[src/rtl/watch_pkg.sv]
package watch_pkg;
    localparam int SLOTS     = 4;
    localparam int CTRL_W    = 32;
    localparam int FIELD_LSB = 16;
    localparam int FIELD_W   = 4;
    localparam logic [CTRL_W-1:0] RSVD_MASK = 32'h0000_FC00;

    typedef enum logic [1:0] {
        KIND_FETCH = 2'd0,
        KIND_READ  = 2'd1,
        KIND_WRITE = 2'd2,
        KIND_NONE  = 2'd3
    } acc_kind_e;

    typedef enum logic [1:0] {
        TY_EXEC = 2'b00,
        TY_WR   = 2'b01,
        TY_IO   = 2'b10,
        TY_RW   = 2'b11
    } watch_type_e;

    typedef enum logic [1:0] {
        LN_1 = 2'b00,
        LN_2 = 2'b01,
        LN_8 = 2'b10,
        LN_4 = 2'b11
    } watch_len_e;

    typedef enum logic {
        TRAP_IDLE = 1'b0,
        TRAP_FIRE = 1'b1
    } trap_state_e;

    function automatic logic [CTRL_W-1:0] local_en_mask();
        logic [CTRL_W-1:0] m;
        m = '0;
        for (int i = 0; i < SLOTS; i++) m[2*i] = 1'b1;
        return m;
    endfunction

    function automatic logic [CTRL_W-1:0] global_en_mask();
        logic [CTRL_W-1:0] m;
        m = '0;
        for (int i = 0; i < SLOTS; i++) m[2*i+1] = 1'b1;
        return m;
    endfunction
endpackage

[src/rtl/watch_slot.sv]
module watch_slot
    import watch_pkg::*;
#(
    parameter int ADDR_W = 32
) (
    input  logic [1:0]         en_pair,
    input  logic [FIELD_W-1:0] field,
    input  logic [ADDR_W-1:0]  slot_addr,
    input  logic               acc_valid,
    input  logic [ADDR_W-1:0]  acc_addr,
    input  logic [1:0]         acc_kind,
    input  logic               wide_en,
    output logic               hit
);
    logic              type_ok;
    logic              len_ok;
    logic [ADDR_W-1:0] low_mask;
    watch_type_e       ty;
    watch_len_e        ln;

    assign ty = watch_type_e'(field[1:0]);
    assign ln = watch_len_e'(field[3:2]);

    always_comb begin
        unique case (ty)
            TY_EXEC: type_ok = (acc_kind == KIND_FETCH);
            TY_WR:   type_ok = (acc_kind == KIND_WRITE);
            TY_RW:   type_ok = (acc_kind == KIND_READ) || (acc_kind == KIND_WRITE);
            TY_IO:   type_ok = 1'b0;
        endcase
    end

    always_comb begin
        len_ok = 1'b1;
        unique case (ln)
            LN_1: low_mask = '0;
            LN_2: low_mask = ADDR_W'(1);
            LN_4: low_mask = ADDR_W'(3);
            LN_8: begin
                low_mask = ADDR_W'(7);
                len_ok   = wide_en;
            end
        endcase
    end

    assign hit = acc_valid && (|en_pair) && type_ok && len_ok &&
                 ((acc_addr & ~low_mask) == (slot_addr & ~low_mask));
endmodule

[src/rtl/watch_regs.sv]
module watch_regs
    import watch_pkg::*;
#(
    parameter int ADDR_W = 32,
    parameter int SEL_W  = 3
) (
    input  logic                          clk,
    input  logic                          rst_n,
    input  logic                          cfg_we,
    input  logic [SEL_W-1:0]              cfg_sel,
    input  logic [ADDR_W-1:0]             cfg_wdata,
    input  logic                          task_sw,
    output logic [CTRL_W-1:0]             ctrl_q,
    output logic [SLOTS-1:0][ADDR_W-1:0]  slot_addr_q
);
    localparam logic [CTRL_W-1:0] LOC_MASK = local_en_mask();
    localparam logic [CTRL_W-1:0] GLB_MASK = global_en_mask();

    logic              ctrl_wr;
    logic [CTRL_W-1:0] ctrl_d;

    assign ctrl_wr = cfg_we && (cfg_sel == SEL_W'(SLOTS));

    always_comb begin
        ctrl_d = ctrl_wr ? (CTRL_W'(cfg_wdata) & ~RSVD_MASK) : ctrl_q;
        if (task_sw) ctrl_d = ctrl_d & ~LOC_MASK;
    end

    always_ff @(posedge clk or negedge rst_n) begin
        if (!rst_n) ctrl_q <= '0;
        else        ctrl_q <= ctrl_d;
    end

    for (genvar g = 0; g < SLOTS; g++) begin : g_addr
        always_ff @(posedge clk or negedge rst_n) begin
            if (!rst_n)
                slot_addr_q[g] <= '0;
            else if (cfg_we && (cfg_sel == SEL_W'(g)))
                slot_addr_q[g] <= cfg_wdata;
        end
    end

    // reserved control bits read zero after a control write
    a_r2_rsvd_zero: assert property (@(posedge clk) disable iff (!rst_n)
        ctrl_wr |=> ((ctrl_q & RSVD_MASK) == '0));

    // task switch drops local enables
    a_r9_local_cleared: assert property (@(posedge clk) disable iff (!rst_n)
        task_sw |=> ((ctrl_q & LOC_MASK) == '0));

    // task switch alone keeps global enables
    a_r9_global_kept: assert property (@(posedge clk) disable iff (!rst_n)
        (task_sw && !cfg_we) |=> ((ctrl_q & GLB_MASK) == ($past(ctrl_q) & GLB_MASK)));
endmodule

[src/rtl/watch_status.sv]
module watch_status
    import watch_pkg::*;
(
    input  logic             clk,
    input  logic             rst_n,
    input  logic [SLOTS-1:0] hit_vec,
    input  logic             stat_clr,
    output logic [SLOTS-1:0] status,
    output logic             trap
);
    trap_state_e state_q;
    trap_state_e state_d;
    logic        any_hit;

    assign any_hit = |hit_vec;

    always_comb begin
        unique case (state_q)
            TRAP_IDLE: state_d = any_hit ? TRAP_FIRE : TRAP_IDLE;
            TRAP_FIRE: state_d = any_hit ? TRAP_FIRE : TRAP_IDLE;
        endcase
    end

    always_ff @(posedge clk or negedge rst_n) begin
        if (!rst_n) state_q <= TRAP_IDLE;
        else        state_q <= state_d;
    end

    always_comb begin
        trap = (state_q == TRAP_FIRE);
    end

    always_ff @(posedge clk or negedge rst_n) begin
        if (!rst_n)        status <= '0;
        else if (stat_clr) status <= hit_vec;
        else               status <= status | hit_vec;
    end

    // status bits are sticky without a clear
    a_r6_sticky: assert property (@(posedge clk) disable iff (!rst_n)
        !stat_clr |=> ((status & $past(status)) == $past(status)));

    // a clear with no hit empties the status
    a_r7_clear: assert property (@(posedge clk) disable iff (!rst_n)
        (stat_clr && !any_hit) |=> (status == '0));

    // trap implies some status bit is set
    a_r8_trap_status: assert property (@(posedge clk) disable iff (!rst_n)
        trap |-> (status != '0));
endmodule

[src/rtl/watch_unit.sv]
module watch_unit
    import watch_pkg::*;
#(
    parameter int ADDR_W = 32,
    parameter int SEL_W  = 3
) (
    input  logic               clk,
    input  logic               rst_n,
    input  logic               cfg_we,
    input  logic [SEL_W-1:0]   cfg_sel,
    input  logic [ADDR_W-1:0]  cfg_wdata,
    input  logic               wide_en,
    input  logic               acc_valid,
    input  logic [ADDR_W-1:0]  acc_addr,
    input  logic [1:0]         acc_kind,
    input  logic               task_sw,
    input  logic               stat_clr,
    output logic [CTRL_W-1:0]  ctrl_word,
    output logic [SLOTS-1:0]   status,
    output logic               trap
);
    logic [SLOTS-1:0][ADDR_W-1:0] slot_addr;
    logic [SLOTS-1:0]             hit_vec;

    watch_regs #(.ADDR_W(ADDR_W), .SEL_W(SEL_W)) u_regs (
        .clk        (clk),
        .rst_n      (rst_n),
        .cfg_we     (cfg_we),
        .cfg_sel    (cfg_sel),
        .cfg_wdata  (cfg_wdata),
        .task_sw    (task_sw),
        .ctrl_q     (ctrl_word),
        .slot_addr_q(slot_addr)
    );

    for (genvar g = 0; g < SLOTS; g++) begin : g_slot
        watch_slot #(.ADDR_W(ADDR_W)) u_slot (
            .en_pair  (ctrl_word[2*g+1 -: 2]),
            .field    (ctrl_word[FIELD_LSB + FIELD_W*g +: FIELD_W]),
            .slot_addr(slot_addr[g]),
            .acc_valid(acc_valid),
            .acc_addr (acc_addr),
            .acc_kind (acc_kind),
            .wide_en  (wide_en),
            .hit      (hit_vec[g])
        );
    end

    watch_status u_status (
        .clk     (clk),
        .rst_n   (rst_n),
        .hit_vec (hit_vec),
        .stat_clr(stat_clr),
        .status  (status),
        .trap    (trap)
    );

    // any hit raises trap next cycle
    a_r8_trap_on_hit: assert property (@(posedge clk) disable iff (!rst_n)
        (|hit_vec) |=> trap);

    // no hit keeps trap low next cycle
    a_r8_no_trap: assert property (@(posedge clk) disable iff (!rst_n)
        !(|hit_vec) |=> !trap);

    // an inactive slot never hits
    a_r3_inactive: assert property (@(posedge clk) disable iff (!rst_n)
        (ctrl_word[1:0] == 2'b00) |-> !hit_vec[0]);

    // a hit sets its status bit next cycle
    a_r6_hit_sets: assert property (@(posedge clk) disable iff (!rst_n)
        hit_vec[0] |=> status[0]);
endmodule

[config.mk]
export PLATFORM = sky130hd
export DESIGN_NAME = watch_unit
export DESIGN_NICKNAME = d
export VERILOG_FILES = /design/src/rtl/watch_pkg.sv /design/src/rtl/watch_slot.sv /design/src/rtl/watch_regs.sv /design/src/rtl/watch_status.sv /design/src/rtl/watch_unit.sv
export SDC_FILE = /design/constraint.sdc
export NUM_CORES = 1
export LEC_CHECK = 0
export BUFFER_PORTS_ARGS = -buffer_cell sky130_fd_sc_hd__buf_2
export CAP_MARGIN = 20
export CORE_UTILIZATION = 62
export CTS_CLUSTER_DIAMETER = 120
export DETAILED_ROUTE_END_ITERATION = 16
export PLACE_DENSITY = 0.85
export SLEW_MARGIN = 30
export SYNTH_ARGS = -nofsm -noshare
export SYNTH_HDL_FRONTEND = slang
export SYNTH_HIERARCHICAL = 1
export SYNTH_SLANG_ARGS = --single-unit
[constraint.sdc]
create_clock -name clk -period 3.2 [get_ports clk]
set_input_delay 0.32 -clock clk [delete_from_list [all_inputs] [get_ports clk]]
set_output_delay 0.32 -clock clk [all_outputs]
set_load 0.02 [all_outputs]
=== Yosys cells after proc, flatten, opt, wreduce, memory -nomap -nowiden ===
Index checks and enable logic that the tools add are counted.

* Bitwise operators: 13
* Multiplexer cells: 16
* Multiply operators: 0
* Magnitude comparators: 0
* Shift-type cells: 0
* Reduce and logical (&&, ||, !) cells: 38
* Div/mod/pow operators: 0
* Equality and inequality tests: 34
* Add/subtract/negate cells: 0

{| class="wikitable"
|+ Operators by type and width
! kind !! number
|-
| case mux 32 bit (4 select lines) || 4
|-
| AND 32 bit || 8
|-
| equality test 32 bit || 4
|-
| inverter 32 bit || 4
|-
| equality test 2 bit, second input constant || 17
|-
| two-way mux 32 bit || 1
|-
| logical AND 1 bit || 21
|-
| equality test 2 x 1 -> 1 bit, second input constant || 9
|-
| zero test 2 bit || 9
|-
| case mux 1 bit (4 select lines) || 4
|-
| OR reduction 2 bit || 4
|-
| two-way mux 7 bit || 1
|-
| equality test 3 x 2 -> 1 bit, second input constant || 2
|-
| two-way mux 1 bit || 5
|-
| two-way mux 4 bit || 1
|-
| bitwise OR 4 bit || 1
|-
| OR reduction 4 bit || 1
|-
| equality test 3 x 1 -> 1 bit, second input constant || 1
|-
| equality test 3 bit, second input constant || 1
|-
| zero test 3 bit || 1
|-
| nonzero test 2 bit || 1
|-
| logical OR 1 bit || 1
|}

* RAM bits: 0
* Latch bits: 0
* Memories: 0
* Logic and storage cells: 109
* Bits in read-only memories: 0
* Flip-flop bits (word level): 165
* Input port bits: 76
* Output and inout port bits: 37

=== Depth between registers and ports, before layout ===
Gate-level depths: netlist of run 1.

* Depth in word-level cells: 8
* Depth in mapped cells: 7
* Depth with buffers taken out: 7

=== Modules after synthesis ===
Netlist of run 1, hierarchy kept.

{| class="wikitable"
|+ By module, submodules not included
! module !! cells an instance !! seq. area each (µm²) !! area each (µm²) !! instances
|-
| watch_regs || 345 || 3,853.7 || 5,900.7 || 1
|-
| watch_slot || 55 || 0.0 || 450.4 || 4
|-
| watch_status || 11 || 125.1 || 167.7 || 1
|}

=== Least setup slack after synthesis of run 1 ===
OpenSTA, ideal clock, no wires.

* Path kind: in2reg
* Start point: input port acc_kind[0]
* End point: register u_status.state_q, in the netlist u_status/trap
* Setup time: 0.139 ns
* Buffers on the path: 0
* Data required time: 3.061 ns
* Stages: 6
* Setup slack: 1.502 ns
* Data arrival time: 1.560 ns
* Path through: inv_1 -> ha_1 -> mux2i_1 -> a221oi_2 -> and4_1 -> or4_1

* Word-level cells in the longest chain between the ends: 8
* Elaborated cells between the ends (all ways): 22
* Those cells by class: 2 x eq/ne; 5 x mux; 15 x reduce/logical

{| class="wikitable"
|+ Ends and longest elaborated chain
! what !! line !! text
|-
| start: declaration || watch_unit.sv:15 || <nowiki>input logic [1:0] acc_kind,</nowiki>
|-
| equality test 2 x 1 -> 1 bit / equality test 2 bit (equally long branches) || watch_slot.sv:28, watch_slot.sv:27 ||
|-
| logical OR 1 bit || watch_slot.sv:28 || <nowiki>TY_RW: type_ok = (acc_kind == KIND_READ) || (acc_kind == KIND_WRITE);</nowiki>
|-
| case mux 1 bit (4 select lines) * || watch_slot.sv:25 || <nowiki>unique case (ty)</nowiki>
|-
| logical AND 1 bit * (3 in a row) || watch_slot.sv:46 || <nowiki>assign hit = acc_valid && (|en_pair) && type_ok && len_ok &&</nowiki>
|-
| net hit_vec[1] || watch_unit.sv:23 || <nowiki>logic [SLOTS-1:0] hit_vec;</nowiki>
|-
| OR reduction 4 bit * || watch_status.sv:15 || <nowiki>assign any_hit = |hit_vec;</nowiki>
|-
| net u_status.any_hit || watch_status.sv:13 || <nowiki>logic any_hit;</nowiki>
|-
| two-way mux 1 bit * || watch_status.sv:19, watch_status.sv:20 ||
|-
| end signal: assignment || watch_status.sv:26 || <nowiki>else state_q <= state_d;</nowiki>
|-
| end: declaration || watch_status.sv:11 || <nowiki>trap_state_e state_q;</nowiki>
|}

Mark *: on every way through the listed nets, which the timed path passes. The rest lies on a longest branch.
A chain may end at the register's enable or synchronous reset.

=== Final worst setup path of run 1 ===
* Start point: register u_regs/slot_addr_q[76] (netlist name)
* End point: register u_status.state_q, in the netlist u_status/trap

* Word-level cells in the longest chain between the ends: 5

{| class="wikitable"
|+ Ends and longest elaborated chain
! what !! line !! text
|-
| start: declaration || watch_regs.sv:14 || <nowiki>output logic [SLOTS-1:0][ADDR_W-1:0] slot_addr_q</nowiki>
|-
| start signal: indexed assignment || watch_regs.sv:39 || <nowiki>slot_addr_q[g] <= cfg_wdata;</nowiki>
|-
| AND 32 bit || watch_slot.sv:47 || <nowiki>((acc_addr & ~low_mask) == (slot_addr & ~low_mask));</nowiki>
|-
| equality test 32 bit || watch_slot.sv:47 ||
|-
| logical AND 1 bit || watch_slot.sv:46 ||
|-
| net hit_vec[2] || watch_unit.sv:23 ||
|-
| OR reduction 4 bit || watch_status.sv:15 ||
|-
| net u_status.any_hit || watch_status.sv:13 ||
|-
| two-way mux 1 bit || watch_status.sv:19, watch_status.sv:20 ||
|}

The timed path passes the listed nets, and every way through them passes these cells.

==> run_results.csv, run 1 <==
group,metric,value,unit
sta,rsz0062_at_grt,"no",
clock_tree,cts_made_buffers,17,
yosys,synth_ff_type,"dfrtp_1",
routing,drtIter0Drc,298,
yosys,netlist_instances,576,
yosys,synth_largest_area_cell,"dfrtp_1",
clock_tree,numClockSinks,159,
global_route,grtUsageTotal,29.6,%
power,p_leak,3.96,nW
clock_tree,post_cts_buffers,0,
power,ir_worst_vdd,0.419,mV
sta,fmax,573,MHz
worst_setup_path,arrival,2.11,ns
final_layout,fill_cells,849,
clock_tree,clk_latency,0.43,ns
clock_tree,cts_htree_levels,4,
worst_setup_path,crit_fanout,2,
yosys,synthTopCellsByCount,"dfrtp_1, mux2_2, xnor2_1",
worst_setup_path,cp_top_family,"simple AND/OR/NAND/NOR gates",
worst_setup_path,worstSetupPathType,"register to register",
yosys,yosysMostFrequentCell,"dfrtp_1",
worst_setup_path,end_kind,"register",
global_route,grt_pass1_vias,5305,
die,die_w,115,um
die,dieArea,0.0131,sq mm
routing,wire_per_inst,20.3,um
sta,period_share,54.6,%
sta,hold_viol,0,
die,row_count,40,
die,coreArea,0.0122,sq mm
worst_setup_path,max_stage_delay,0.55,ns
final_layout,seq_area,0.00398,sq mm
die,die_y,115,um
worst_setup_path,start_kind,"register",
global_route,gr-total-overflow,0,
routing,via_per_inst,5.68,
place,portBuffers,106,
clock_tree,clockRootBuffer,"clkbuf_16",
routing,wirelength,17.7,mm
yosys,synth_top_area_share,50.6,%
sta,worst_clock_skew,0.00754,ns
power,power_density,650,mW/mm^2
sta,drv_slew,0,
flow_run,maxCapViolCount,0,
worst_setup_path,crit_chain,"xor2_1, or4_4, a221oi_2, and4_1, or4_1",
routing,drc,0,
routing,vias,4950,
sta,post-route-min-period,1.75,ns
yosys,synth.distinct_cells,30,
final_layout,drive_above_1_share,42.7,%
outcome,status,"finished, final reports clean",
yosys,async_reset_ff_share,100,%
global_route,grt_pass1_wl,28.4,mm
die,pin_count,113,
clock_tree,cts_tree,"yes",
yosys,synth_edf_count,0,
sta,setup_viol,0,
routing,drtAntennaViolNets,0,
yosys,synthTopCellsByArea,"dfrtp_1, mux2_2, xnor2_1, xor2_1, nand4_1",
routing,drt-pass1-iter-count,4,
final_layout,n_antenna_cell,0,
clock_tree,clkSlewWorstSetupHoldPaths,0.06,ns
final_layout,multi_input_area,0.00370,sq mm
power,p_total,0.00591,W
final_layout,fin_cells,871,
yosys,synth_area_per_cell,13.7,sq um
place,post-place-cells,839,
worst_setup_path,crit_slowest_cell,"or4_4",
final_layout,layout-area-overhead-vs-synth,15.5,%
sta,worst_pin_slew,0.816,ns
hold_path,hp-class,"input pin to register",
clock_tree,clk_path_buf_depth,2,
yosys,ys_warn_count,6,
sta,tns,0,ns
sta,relSlewSlack,45.6,%
place,hpwlAfterDp,12.5,mm
yosys,syn_area,0.00787,sq mm
worst_setup_path,crit_buf_inv,0,
worst_setup_path,critPathRequiredTime,3.57,ns
yosys,ys_ff_latch,159,
global_route,grt_max_degree,90,
die,start_util,64.4,%
global_route,antenna_found_initial,0,
place,place_congestion,0.859,
yosys,ys_seq_area_share,50.6,%
final_layout,nets,775,
-- placed cells by master, fill, tap and decap left out, types with 12 or more instances in the layout --
cell type / Yosys / routed
xor2_1: 24 / 24
mux2_2: 143 / 143
buf_2: 5 / 105
xnor2_1: 104 / 104
nand2b_1: 12 / 12
clkbuf_16: 0 / 17
inv_1: 13 / 13
dfrtp_1: 159 / 159
nand4_1: 20 / 20
-- state kept, by name (all words and copies together), names as in the netlist --
name / count
u_regs/slot_addr_q: 128
u_regs/ctrl_q: 26
u_status/status: 4
u_status/trap: 1
-- layout make-up --
cell class,count,share of cell area (%)
sequential,159,43.8
inverter,13,0.537
tap,168,2.31
timing repair buffer,114,6.73
clock inverter,5,0.330
multi-input combinational,386,40.7
clock buffer,26,5.60
-- kinds of logic after synthesis --
family,synth area share [%]
AO/OA/AOI/OAI,2.81
other,0.0476
multiplexers,22.5
flip-flops,50.6
AND/OR/NAND/NOR,5.41
adder cells (fa/ha/maj),1.27
XOR/XNOR,14.2
buffers and inverters,3.18
-- per-stage QoR --
step / worst slack (ns) / util [%] / instance area (sq um) / hold slack, ns
3_3_place_gp: 1.28 / 70.0 / 8540 / 0.430
5_1_grt: 1.38 / 74.5 / 9090 / 0.162
3_5_place_dp: 1.22 / 70.0 / 8540 / 0.437
2_1_floorplan: 1.50 / - / 7890 / 0.0244
6_report: 1.45 / 74.5 / 9090 / 0.164
4_1_cts: 1.46 / 74.5 / 9090 / 0.156
-- per-layer routing --
layer	up-vias	global-route usage (%)	part of all wire, %
li1	2248	-	-
met1	2543	39.4	44
met2	132	48.2	49
met3	27	5.61	5.5
met4	0	11.4	2.0
met5	-	0	0
-- power by group --
group / total, W / switching (W) / internal (W)
combinational: 0.00129 / 0.000584 / 0.000708
clock: 0.00184 / 0.000759 / 0.00109
sequential: 0.00278 / 0.000342 / 0.00243
-- final timing paths --
path | cells after the start | end | slack, ns | startpoint
min in group asynchronous | 2 | u_regs/slot_addr_q[24] | 0.53 | rst_n
max in group asynchronous | 3 | u_regs/ctrl_q[18] | 1.84 | rst_n
max reg2reg | 5 | u_status/trap | 1.45 | u_regs/slot_addr_q[76]
max | 5 | u_status/trap | 1.45 | u_regs/slot_addr_q[76]
min | 2 | u_regs/slot_addr_q[76] | 0.16 | cfg_wdata[12]
min reg2reg | 1 | u_regs/slot_addr_q[66] | 0.51 | u_regs/slot_addr_q[66]
-- what timing repair did --
action,in CTS,in global routing
resized for setup,0,0
hold endpoints to repair,31,0
hold buffers,1,0
No activity file was read; power rests on OpenSTA's default activity.
==> inputs of run 2 (changes only) <==
--- a/config.mk
+++ b/config.mk
@@ -5,12 +5,13 @@
 export SDC_FILE = /design/constraint.sdc
 export NUM_CORES = 1
 export LEC_CHECK = 0
+export ABC_AREA = 1
 export BUFFER_PORTS_ARGS = -buffer_cell sky130_fd_sc_hd__buf_2
 export CAP_MARGIN = 20
-export CORE_UTILIZATION = 62
+export CORE_UTILIZATION = 59
 export CTS_CLUSTER_DIAMETER = 120
 export DETAILED_ROUTE_END_ITERATION = 16
-export PLACE_DENSITY = 0.85
+export PLACE_DENSITY = 0.81
 export SLEW_MARGIN = 30
 export SYNTH_ARGS = -nofsm -noshare
 export SYNTH_HDL_FRONTEND = slang
==> constraint.sdc (replaced) <==
create_clock -name clk -period 1.7 [get_ports clk]
set_input_delay 0.17 -clock clk [delete_from_list [all_inputs] [get_ports clk]]
set_output_delay 0.17 -clock clk [all_outputs]
set_load 0.02 [all_outputs]
==> run_results.csv, run 2 <==
group,metric,value,unit
global_route,grt_use_met3,6.44,%
worst_setup_path,cp_common_cell,"nand2_1",
yosys,synth_fa_ha_area_share,1.05,%
die,die_y,129,um
global_route,grt_pass1_wl,43.8,mm
yosys,synthTopCellsByArea,"dfrtp_1, nand2_1, inv_1, nand3_1, nor2_1",
place,place_congestion,0.972,
global_route,grt_max_degree,47,
global_route,use_met1,48.4,%
sta,rsz0062_at_grt,"no",
place,place_area,0.0103,sq mm
place,hpwlAfterDp,20.3,mm
die,pin_count,113,
global_route,grt.busiest_layer,"met2",
final_layout,final_cell_mix,"nand2_1, inv_1, dfrtp_1",
global_route,grtUsageTotal,35.5,%
final_layout,top_register,"u_regs/slot_addr_q",
die,dieArea,0.0166,sq mm
yosys,ys_warn_count,6,
power,power_density,1080,mW/mm^2
routing,via_per_inst,5.24,
yosys,synth_top_area_share,41.8,%
clock_tree,clkSlewWorstSetupHoldPaths,0.06,ns
global_route,use_met2,55.7,%
final_layout,nets,1653,
yosys,netlist_instances,1459,
sta,fmax,699,MHz
global_route,gr-total-overflow,0,
worst_setup_path,cp_top_family,"simple AND/OR/NAND/NOR gates",
routing,wire_per_inst,15.9,um
sta,post-route-min-period,1.43,ns
die,start_util,60.1,%
yosys,synthTopCellsByCount,"nand2_1, inv_1, dfrtp_1",
yosys,synth.distinct_cells,25,
worst_setup_path,start_kind,"register",
clock_tree,post_cts_buffers,0,
yosys,synth_largest_area_cell,"dfrtp_1",
sta,setup_viol,0,
clock_tree,clk_latency,0.44,ns
worst_setup_path,cp_num_cells,9,
worst_setup_path,crit_buf_inv,1,
clock_tree,numClockSinks,159,
final_layout,layout-area-overhead-vs-synth,15.1,%
clock_tree,cts_tree,"yes",
routing,drt-pass1-iter-count,6,
worst_setup_path,crit_fanout,3,
final_layout,largest_reg_flops,128,
sta,period_share,84.2,%
routing,wirelength,28.7,mm
power,ir_worst_vdd,0.804,mV
sta,worst_pin_slew,0.509,ns
yosys,ys_ff_latch,159,
clock_tree,cts_htree_levels,4,
yosys,synth_ff_type,"dfrtp_1",
worst_setup_path,worstSetupPathType,"register to register",
yosys,ys_seq_area_share,41.8,%
worst_setup_path,critPathRequiredTime,2.07,ns
sta,relSlewSlack,66.1,%
sta,hold_viol,0,
yosys,async_reset_ff_share,100,%
yosys,yosysMostFrequentCell,"nand2_1",
sta,worst_clock_skew,0.00621,ns
yosys,synth_edf_count,0,
yosys,synth_top_family_by_area,"simple AND/OR/NAND/NOR gates",
hold_path,hp-class,"input pin to register",
die,row_count,46,
final_layout,final_area,0.0110,sq mm
clock_tree,cts_made_buffers,17,
worst_setup_path,end_kind,"register",
worst_setup_path,arrival,1.81,ns
yosys,synth_compound_area_share,4.31,%
yosys,post_synth_mux_area_share,0,%
worst_setup_path,max_stage_delay,0.41,ns
place,portBuffers,106,
sta,tns,0,ns
outcome,status,"finished, final reports clean",
clock_tree,clockRootBuffer,"clkbuf_16",
global_route,grt_pass1_vias,8276,
worst_setup_path,crit_chain,"inv_1, nand2_1, nand2_1, nand2_1, nor2_1, nand3_1, nor3_2, nor2_1, nand2_1",
final_layout,drive_above_1_share,12.7,%
die,coreArea,0.0158,sq mm
final_layout,reg_top3,"u_regs/slot_addr_q (128), u_regs/ctrl_q (26), u_status/status (4)",
yosys,synthXorXnorAreaFrac,0.736,%
routing,drc,0,
routing,vias,9428,
yosys,syn_area,0.00952,sq mm
power,p_leak,6.65,nW
yosys,synth_simple_gate_area_share,37.7,%
clock_tree,clk_path_buf_depth,2,
yosys,synth_area_per_cell,6.52,sq um
global_route,antenna_found_initial,2,
sta,drv_slew,0,
routing,drtIter0Drc,964,
die,die_w,129,um
final_layout,final_util,69.2,%
flow_run,maxCapViolCount,0,
worst_setup_path,r2r_cells,9,
final_layout,final_common_cell,"nand2_1",
routing,drtAntennaViolNets,0,
worst_setup_path,crit_slowest_cell,"dfrtp_1",
hold_path,whs_path_depth,3,
==> run 2: cell count changes in the layout (fill, tap and decap cells not counted), sizes merged, moves of 8 or more <==
cell and delta:
nand3 +98, nand2b -12, nand4 +17, buf +23
mux2 -150, xnor2 -96, nor2 +74, inv +274
nand2 +659, mux2i -8, o21ai +52, xor2 -24
nor4 -8
==> run 2: cells by family after synthesis <==
kind of cell             after synthesis
AND/OR/NAND/NOR                      876
buffers and inverters                339
flip-flops                           159
AO/OA/AOI/OAI                         68
XOR/XNOR                               8
adder cells (fa/ha/maj)                8
other                                  1
==> run 2: metrics by stage <==
stage	setup WS (ns)	hold slack (ns)	std cells	total power, W
2_1_floorplan	0.469	-0.126	1464	0.00674
3_3_place_gp	0.312	0.154	1765	0.00761
3_5_place_dp	0.278	0.154	1765	0.00774
4_1_cts	0.288	0.00322	1798	0.0118
5_1_grt	0.152	0.0103	1800	0.0124
6_report	0.269	0.0169	1800	0.0118
==> run 2: path summary, 6_finish.rpt <==
kind                                           endpoint  slack [ns]                    from
min in group asynchronous       u_regs/slot_addr_q[123]        0.26                   rst_n
worst max-delay path                      u_status/trap        0.27  u_regs/slot_addr_q[48]
max in group asynchronous        u_regs/slot_addr_q[56]        0.81                   rst_n
worst min register to register   u_regs/slot_addr_q[47]        0.47  u_regs/slot_addr_q[47]
worst min-delay path            u_regs/slot_addr_q[111]        0.02           cfg_wdata[15]
worst max register to register            u_status/trap        0.27  u_regs/slot_addr_q[48]
==> run 2: worst reg2reg max path: stages (launching register included) <==
cell     delay (ns)
dfrtp_1        0.41
inv_1          0.08
nand2_1        0.06
nand2_1        0.05
nand2_1        0.08
nor2_1         0.16
nand3_1        0.16
nor3_2         0.24
nor2_1         0.08
nand2_1        0.06
==> run 2: final cells by class <==
type / instances / area (sq um)
inverter: 288 / 1080
multi-input combinational: 966 / 4190
tap: 216 / 270
timing repair buffer: 137 / 810
antenna: 2 / 5.00
fill: 1350 / 4880
clock inverter: 10 / 134
sequential: 159 / 3980
clock buffer: 22 / 484
==> run 2: what timing repair did <==
action,in CTS,in global routing
hold buffers,1,0
endpoints found under the setup margin,0,0
endpoints found under the hold margin,41,0
resized for setup,0,0
==> run 2: metal layers <==
metal	wire length, um	share of wire, %
met5	0	0
met4	899	3.1
met3	2580	9.0
met2	13300	46
met1	11900	41
==> run 2: where the power goes <==
part / total, W / switching [W] / internal [W]
combinational: 0.00274 / 0.00177 / 0.000965
sequential: 0.00503 / 0.000573 / 0.00446
clock: 0.00403 / 0.00157 / 0.00246
==> inputs of run 3 (changes only) <==
==> constraint.sdc (replaced) <==
create_clock -name clk -period 1.4 [get_ports clk]
set_input_delay 0.14 -clock clk [delete_from_list [all_inputs] [get_ports clk]]
set_output_delay 0.14 -clock clk [all_outputs]
set_load 0.02 [all_outputs]
==> run_results.csv, run 3 (synthesis results as in run 2) <==
group,metric,value,unit
worst_setup_path,r2r_cells,9,
sta,period_share,103,%
final_layout,final_cell_mix,"nand2_1, inv_1, dfrtp_1",
sta,hold_viol,0,
worst_setup_path,crit_slowest_cell,"dfrtp_1",
routing,drc,0,
final_layout,final_common_cell,"nand2_1",
worst_setup_path,critPathRequiredTime,1.77,ns
routing,drtIter0Drc,825,
global_route,antenna_found_initial,1,
power,p_total,0.0148,W
hold_path,whs_path_depth,3,
sta,setup_viol,1,
global_route,gr-total-overflow,0,
place,portBuffers,106,
power,ir_worst_vdd,0.993,mV
clock_tree,numClockSinks,159,
clock_tree,cts_made_buffers,17,
final_layout,final_area,0.0113,sq mm
hold_path,hold_end,"u_regs/slot_addr_q[80]",
place,place_congestion,0.901,
worst_setup_path,cp_common_cell,"nand2_1",
final_layout,drive_above_1_share,13.8,%
die,coreArea,0.0158,sq mm
final_layout,largest_reg_flops,128,
global_route,grt_max_degree,55,
worst_setup_path,worstSetupPathType,"register to register",
clock_tree,clk_latency,0.44,ns
clock_tree,clkSlewWorstSetupHoldPaths,0.07,ns
routing,wire_per_inst,15.6,um
sta,drv_slew,0,
clock_tree,cts_htree_levels,4,
die,start_util,60.1,%
worst_setup_path,worstReg2RegEnd,"u_status/trap",
sta,worst_clock_skew,0.00654,ns
worst_setup_path,crit_fanout,3,
clock_tree,clockRootBuffer,"clkbuf_16",
routing,drtAntennaViolNets,0,
final_layout,top_register,"u_regs/slot_addr_q",
final_layout,reg_top3,"u_regs/slot_addr_q (128), u_regs/ctrl_q (26), u_status/status (4)",
sta,post-route-min-period,1.44,ns
clock_tree,cts_tree,"yes",
clock_tree,clk_path_buf_depth,2,
worst_setup_path,end_kind,"register",
sta,timing.hold.ws,0.00885,ns
routing,wirelength,28.5,mm
die,die_y,129,um
routing,vias,9522,
hold_path,hp-start,"cfg_wdata[16]",
sta,fmax,693,MHz
worst_setup_path,worst_r2r_startpoint,"u_regs/slot_addr_q[104]",
worst_setup_path,arrival,1.81,ns
flow_run,maxCapViolCount,0,
global_route,grt_pass1_vias,8802,
worst_setup_path,r2r_setup_slack,-0.04,ns
routing,via_per_inst,5.20,
worst_setup_path,max_stage_delay,0.41,ns
outcome,status,"complete, but fails checks",
sta,setup_slack,-0.0432,ns
power,p_leak,6.82,nW
place,place_ws,0.00118,ns
outcome,violations,"setup timing",
place,place_area,0.0104,sq mm
global_route,grt_pass1_wl,44.6,mm
final_layout,layout-area-overhead-vs-synth,19.2,%
hold_path,hp-class,"input pin to register",
global_route,grtUsageTotal,36.2,%
worst_setup_path,start_kind,"register",
place,hpwlAfterDp,19.9,mm
die,dieArea,0.0166,sq mm
die,die_w,129,um
sta,rsz0062_at_grt,"yes",
final_layout,nets,1684,
worst_setup_path,crit_chain,"nand2_1, o21ai_0, nor2_1, nand2_1, nor2_1, nand2_1, nor3_2, nor2_1, nand2_1",
routing,drt-pass1-iter-count,5,
power,power_density,1300,mW/mm^2
die,pin_count,113,
die,row_count,46,
## run 3: changes by cell type in the layout (fill, tap and decap cells not counted), moves of 4 or more
cell	change
buf_4	+6
dlygate4sd3_1	+23
nand2_1	-4
nand2_2	+4
nor2_1	-8
nor2_2	+8
## run 3: timing repair
item | 4_1_cts | 5_1_grt
setup buffers | 0 | 2
endpoints found under the hold margin | 98 | 0
gates resized for setup | 0 | 14
hold buffers | 24 | 0
setup endpoints to repair | 0 | 5
## run 3: metal layers
layer	track usage, %	routed length (um)	vias to the layer above
met5	0	0	-
met3	7.94	2580	88
met2	57.3	13300	433
met1	46.3	11500	4386
li1	-	-	4615
met4	20.4	1170	0
## run 3: area by class of cell
type,count,area (sq um)
fill,1292,4480
multi-input combinational,966,4220
sequential,159,3980
timing repair buffer,168,1120
inverter,288,1080
clock buffer,20,467
tap,216,270
clock inverter,12,205
antenna,1,2.50
## run 3: metrics by stage
stage	std cells	TNS, ns	util (%)
floorplan	1464	0	-
global placement	1771	0	65.6
detailed placement	1771	0	65.6
CTS	1827	0	71.4
global route	1830	-0.232	71.7
finish	1830	-0.0432	71.7
## run 3: where the power goes
group          internal [W]  switching, W  total, W
Sequential          0.00541      0.000685   0.00610
Combinational       0.00126       0.00218   0.00345
Clock               0.00332       0.00194   0.00526
Total                0.0100       0.00481    0.0148
## run 3: how the worst max path moves through the flow
stage	startpoint	end
global placement	acc_kind[1]	u_status/trap
detailed placement	acc_kind[1]	u_status/trap
finish	u_regs/slot_addr_q[104]	u_status/trap
floorplan	u_regs/ctrl_q[29]	u_status/trap
global route	u_regs/slot_addr_q[104]	u_status/trap
CTS	u_regs/slot_addr_q[48]	u_status/trap
## run 3: critical path, delay by kind of cell, from the launching register on
kind / cells / cell delay (ns)
compound gates: 1 / 0.07
flops: 1 / 0.41
simple gates: 8 / 0.88
